**src/rtl/nib_cmd_pkg.sv**
```systemverilog
package nib_cmd_pkg;
  localparam int NIB_W = 4;
  typedef logic [NIB_W-1:0] nib_t;

  localparam nib_t ON_HEAD  = 4'hA;
  localparam nib_t ON_TAIL  = 4'hB;
  localparam nib_t OFF_HEAD = 4'h5;
  localparam nib_t OFF_TAIL = 4'h0;

  typedef enum logic [1:0] {
    TRK_IDLE = 2'd0,
    TRK_ON   = 2'd1,
    TRK_OFF  = 2'd2
  } trk_state_e;
endpackage

```
**src/rtl/nib_strobe_edge.sv**
```systemverilog
module nib_strobe_edge #(
  parameter int STAGES = 2
) (
  input  logic clk,
  input  logic rst,
  input  logic strobe_in,
  output logic rise_o
);
  localparam int CHAIN = STAGES + 1;

  logic [CHAIN-1:0] chain_q;

  always_ff @(posedge clk) begin
    if (rst) chain_q <= '0;
    else     chain_q <= {chain_q[CHAIN-2:0], strobe_in};
  end

  assign rise_o = chain_q[STAGES-1] & ~chain_q[STAGES];

  // a capture never lasts two cycles
  assert_single_rise_R1: assert property (@(posedge clk) disable iff (rst)
    rise_o |=> !rise_o);
endmodule

```
**src/rtl/nib_cmd_tracker.sv**
```systemverilog
module nib_cmd_tracker
  import nib_cmd_pkg::*;
(
  input  logic clk,
  input  logic rst,
  input  logic cap_i,
  input  nib_t digit_i,
  output logic led_o,
  output logic pulse_o
);
  trk_state_e state_q, state_d;
  logic       led_d, hit_on, hit_off;

  assign hit_on  = cap_i && (state_q == TRK_ON)  && (digit_i == ON_TAIL);
  assign hit_off = cap_i && (state_q == TRK_OFF) && (digit_i == OFF_TAIL);

  always_comb begin
    state_d = state_q;
    led_d   = led_o;
    if (cap_i) begin
      if (digit_i == ON_HEAD)       state_d = TRK_ON;
      else if (digit_i == OFF_HEAD) state_d = TRK_OFF;
      else                          state_d = TRK_IDLE;
      if (hit_on)  led_d = 1'b1;
      if (hit_off) led_d = 1'b0;
    end
  end

  always_ff @(posedge clk) begin
    if (rst) begin
      state_q <= TRK_IDLE;
      led_o   <= 1'b0;
      pulse_o <= 1'b0;
    end else begin
      state_q <= state_d;
      led_o   <= led_d;
      pulse_o <= hit_on | hit_off;
    end
  end

  assert_on_sets_R3: assert property (@(posedge clk) disable iff (rst)
    (cap_i && state_q == TRK_ON && digit_i == ON_TAIL) |=> led_o);
  assert_off_clears_R4: assert property (@(posedge clk) disable iff (rst)
    (cap_i && state_q == TRK_OFF && digit_i == OFF_TAIL) |=> !led_o);
  assert_restart_R5: assert property (@(posedge clk) disable iff (rst)
    (cap_i && digit_i == ON_HEAD) |=> state_q == TRK_ON);
  assert_hold_R7: assert property (@(posedge clk) disable iff (rst)
    !cap_i |=> $stable(led_o));
  assert_pulse_width_R8: assert property (@(posedge clk) disable iff (rst)
    pulse_o |=> !pulse_o);
  assert_reset_R9: assert property (@(posedge clk)
    rst |=> (!led_o && !pulse_o && state_q == TRK_IDLE));
endmodule

```
**src/rtl/nib_cmd_top.sv**
```systemverilog
module nib_cmd_top
  import nib_cmd_pkg::*;
#(
  parameter int SYNC_STAGES = 2
) (
  input  logic             clk,
  input  logic             rst,
  input  logic             strobe_in,
  input  logic [NIB_W-1:0] digit_in,
  output logic             led_o,
  output logic             cmd_pulse_o
);
  logic cap;

  nib_strobe_edge #(.STAGES(SYNC_STAGES)) u_edge (
    .clk      (clk),
    .rst      (rst),
    .strobe_in(strobe_in),
    .rise_o   (cap)
  );

  nib_cmd_tracker u_trk (
    .clk    (clk),
    .rst    (rst),
    .cap_i  (cap),
    .digit_i(digit_in),
    .led_o  (led_o),
    .pulse_o(cmd_pulse_o)
  );
endmodule

```
**config.mk**
```make
export PLATFORM = sky130hd
export DESIGN_NAME = nib_cmd_top
export DESIGN_NICKNAME = d
export VERILOG_FILES = /design/src/rtl/nib_cmd_pkg.sv /design/src/rtl/nib_strobe_edge.sv /design/src/rtl/nib_cmd_tracker.sv /design/src/rtl/nib_cmd_top.sv
export SDC_FILE = /design/constraint.sdc
export NUM_CORES = 1
export LEC_CHECK = 0
export BUFFER_PORTS_ARGS = -buffer_cell sky130_fd_sc_hd__buf_4
export CORE_AREA = 8 8 45 47
export CTS_BUF_LIST = sky130_fd_sc_hd__clkbuf_4 sky130_fd_sc_hd__clkbuf_8
export DETAILED_ROUTE_END_ITERATION = 16
export DIE_AREA = 0 0 53 55
export SYNTH_ARGS = -nofsm -noshare
export SYNTH_HDL_FRONTEND = slang
export SYNTH_SLANG_ARGS = --single-unit
```
**constraint.sdc**
```tcl
create_clock -name clk -period 1.1 [get_ports clk]
set_clock_uncertainty 0.2 [all_clocks]
set_input_delay 0.22 -clock clk [delete_from_list [all_inputs] [get_ports clk]]
set_output_delay 0.22 -clock clk [all_outputs]
set_load 0.01 [all_outputs]
```
==> reports/metrics.csv <==
metric,value,unit
"commonest non-fill, non-tap cell in the layout",buf_4,
RSZ-0062 raised after global routing,true,
Crit path required time,0.68,ns
most frequent cells in the layout,"12 x buf_4, 4 x clkbuf_4, 4 x dfxtp_2",
worst slew pin tran,0.170,ns
P_int,458,uW
DRC violations left,0,
peak fanout along the critical path,2,
area added between synthesis and finish,73.9,%
Non-Filler Instances,64,
DR WL/cell,10.6,um
vias,283,
Sequential Power Share,45.4,%
"Setup violations, final",0,
peak supply drop,0.000541,V
share of cells above drive strength 1,62.5,%
pwr/cell area,1170,nW/um^2
clock sinks,7,
"CTS clk-pin slew, worst paths",0.05,ns
Total Routing Usage GR,5.08,%
CTS tree,yes,
crit-path leading delay family,flip-flops,
ant diodes,0,
Post-CTS Hold Fix Bufs,1,
Hold Crit Class,input pin to register,
Detail Route Antenna Nets,0,
worst path arrival time,0.68,ns
final net count,56,
Die H,55,um
clock network power share,44.2,%
"Slew Viols, Final",0,
final core occ,35.5,%
vias in the first global route,266,
Cell variety after synth,17,
placed cell area,400,um^2
f_max,910,MHz
CP bufs+invs,1,
hpwl dp,492,um
Min Hold Slack,-0.0126,ns
port bufs,8,
total CTS buffers,3,
initial antenna violation count,0,
Root Driver,clkbuf_4,
syn nets,36,
gr ovfl total,0,
Net Sw Frac,20.5,%
1st-iter DRT viols,6,
Logic pwr share,10.4,%
max-cap violation count,0,
Synth Cell Area,283,um^2
vias per inst,4.42,
Final Hold Viols,4,
"Seq/Total Area, Yosys",49.6,%
FF-to-FF path depth,3,
placed cell count,58,
YS warnings,0,
Max Root-Sink Buffers,2,
status,"finished, violations left",
First-pass DRT Iterations,4,
critical path depth in cells,1,
cells along the critical path,buf_6,
RD Place Congestion,0.674,
fin crit share,99.8,%
Leak,0.000202,uW
Post-Synthesis Cells,29,
CP max stage delay,0.32,ns
chip width,53,um
critical path type,register to primary output,
Initial Util,20.4,%
failing checks,hold timing,
syn_area_per_cell,9.75,um^2
post-route cell area,492,um^2
core area,1380,um^2
first-pass GRT wire length,1040,um
clk_lat worst skew,0.25,ns
Slowest cell on crit path,dfxtp_2,
min Tclk post-route,1.10,ns
Switching Power,119,uW
pin count of the biggest net entering global routing,8,
hold depth,2,
Worst setup EP type,primary output,
Die Area,2920,um^2
H-tree level count,1,
# rows,14,
setup_tns,0,ns
Ports,9,
register bit total from synthesis,7,
final WL,678,um
crit start category,register,
Slew HR,88.6,%
==> cell usage after synthesis, drive strengths merged <==
library cell  instances  area, um^2
nand3                 1        5.00
a41oi                 1        8.76
nor2b                 5        33.8
nor2                  2        7.51
and2                  1        6.26
nand4                 1        6.26
nor3b                 1        12.5
a21oi                 2        10.0
dfxtp                 7         140
nand2b                1        6.26
and4bb                1        12.5
and3                  1        6.26
a211oi                1        7.51
o21a                  1        7.51
nand2                 2        7.51
nor3                  1        5.00
==> routing by layer <==
| metal | part of all wire, % | global-route usage, % |
|---|---|---|
| met1 | 41 | 5.18 |
| met2 | 43 | 6.64 |
| met3 | 15 | 5.88 |
| met4 | 0 | 1.29 |
| met5 | 0 | 0 |
==> what timing repair did <==
action | in CTS | in global routing
pin swaps | 3 | 4
gates resized for setup | 4 | 9
setup buffers | 1 | 0
hold endpoints to repair | 6 | 4
setup endpoints to repair | 3 | 6
gates cloned | 0 | 0
==> path summary, 6_finish.rpt <==
path | start | to | slack, ns
setup / recovery | u_trk.led_o$_SDFFE_PP0P_ | led_o | 0.002
hold / removal | rst | u_trk.state_q[0]$_SDFFE_PP0P_ | -0.01
setup reg to reg | u_edge.chain_q[2]$_SDFF_PP0_ | u_trk.led_o$_SDFFE_PP0P_ | 0.02
hold reg to reg | u_edge.chain_q[0]$_SDFF_PP0_ | u_edge.chain_q[1]$_SDFF_PP0_ | 0.24
==> per-stage QoR <==
step	setup WS, ns	total power, uW
2_1_floorplan	0.00417	279
5_1_grt	-0.0485	611
3_3_place_gp	-0.0633	316
4_1_cts	-0.00561	577
6_report	0.00169	577
3_5_place_dp	-0.0736	316
==> state kept, by name, summed over array words and instances (netlist names) <==
signal and flops:
u_trk.led_o 1, u_edge.chain_q 3, u_trk.state_q 2, u_trk.pulse_o 1
==> power groups by stage <==
| stage | Combinational [uW] | Sequential (uW) | Clock [uW] |
|---|---|---|---|
| floorplan | 13.0 | 266 | 0 |
| global placement | 50.4 | 266 | 0 |
| detailed placement | 50.3 | 266 | 0 |
| CTS | 53.7 | 261 | 263 |
| global route | 64.7 | 262 | 284 |
| finish | 59.8 | 262 | 255 |
==> layout make-up <==
class	count	area (um^2)
well taps	16	20.0
fillers	147	892
repair buffers	15	123
flip-flops and latches	7	145
clock buffers	4	30.0
multi-input cells	22	174
==> cells by family (layout without fill, tap and decap cells) <==
| logic type | after synthesis | count (layout) | synth area share, % |
|---|---|---|---|
| AO/OA/AOI/OAI | 5 | 5 | 11.9 |
| buffers and inverters | 0 | 19 | 0 |
| flip-flops | 7 | 7 | 49.6 |
| AND/OR/NAND/NOR | 17 | 17 | 38.5 |
No activity file was read; power rests on OpenSTA's default activity.
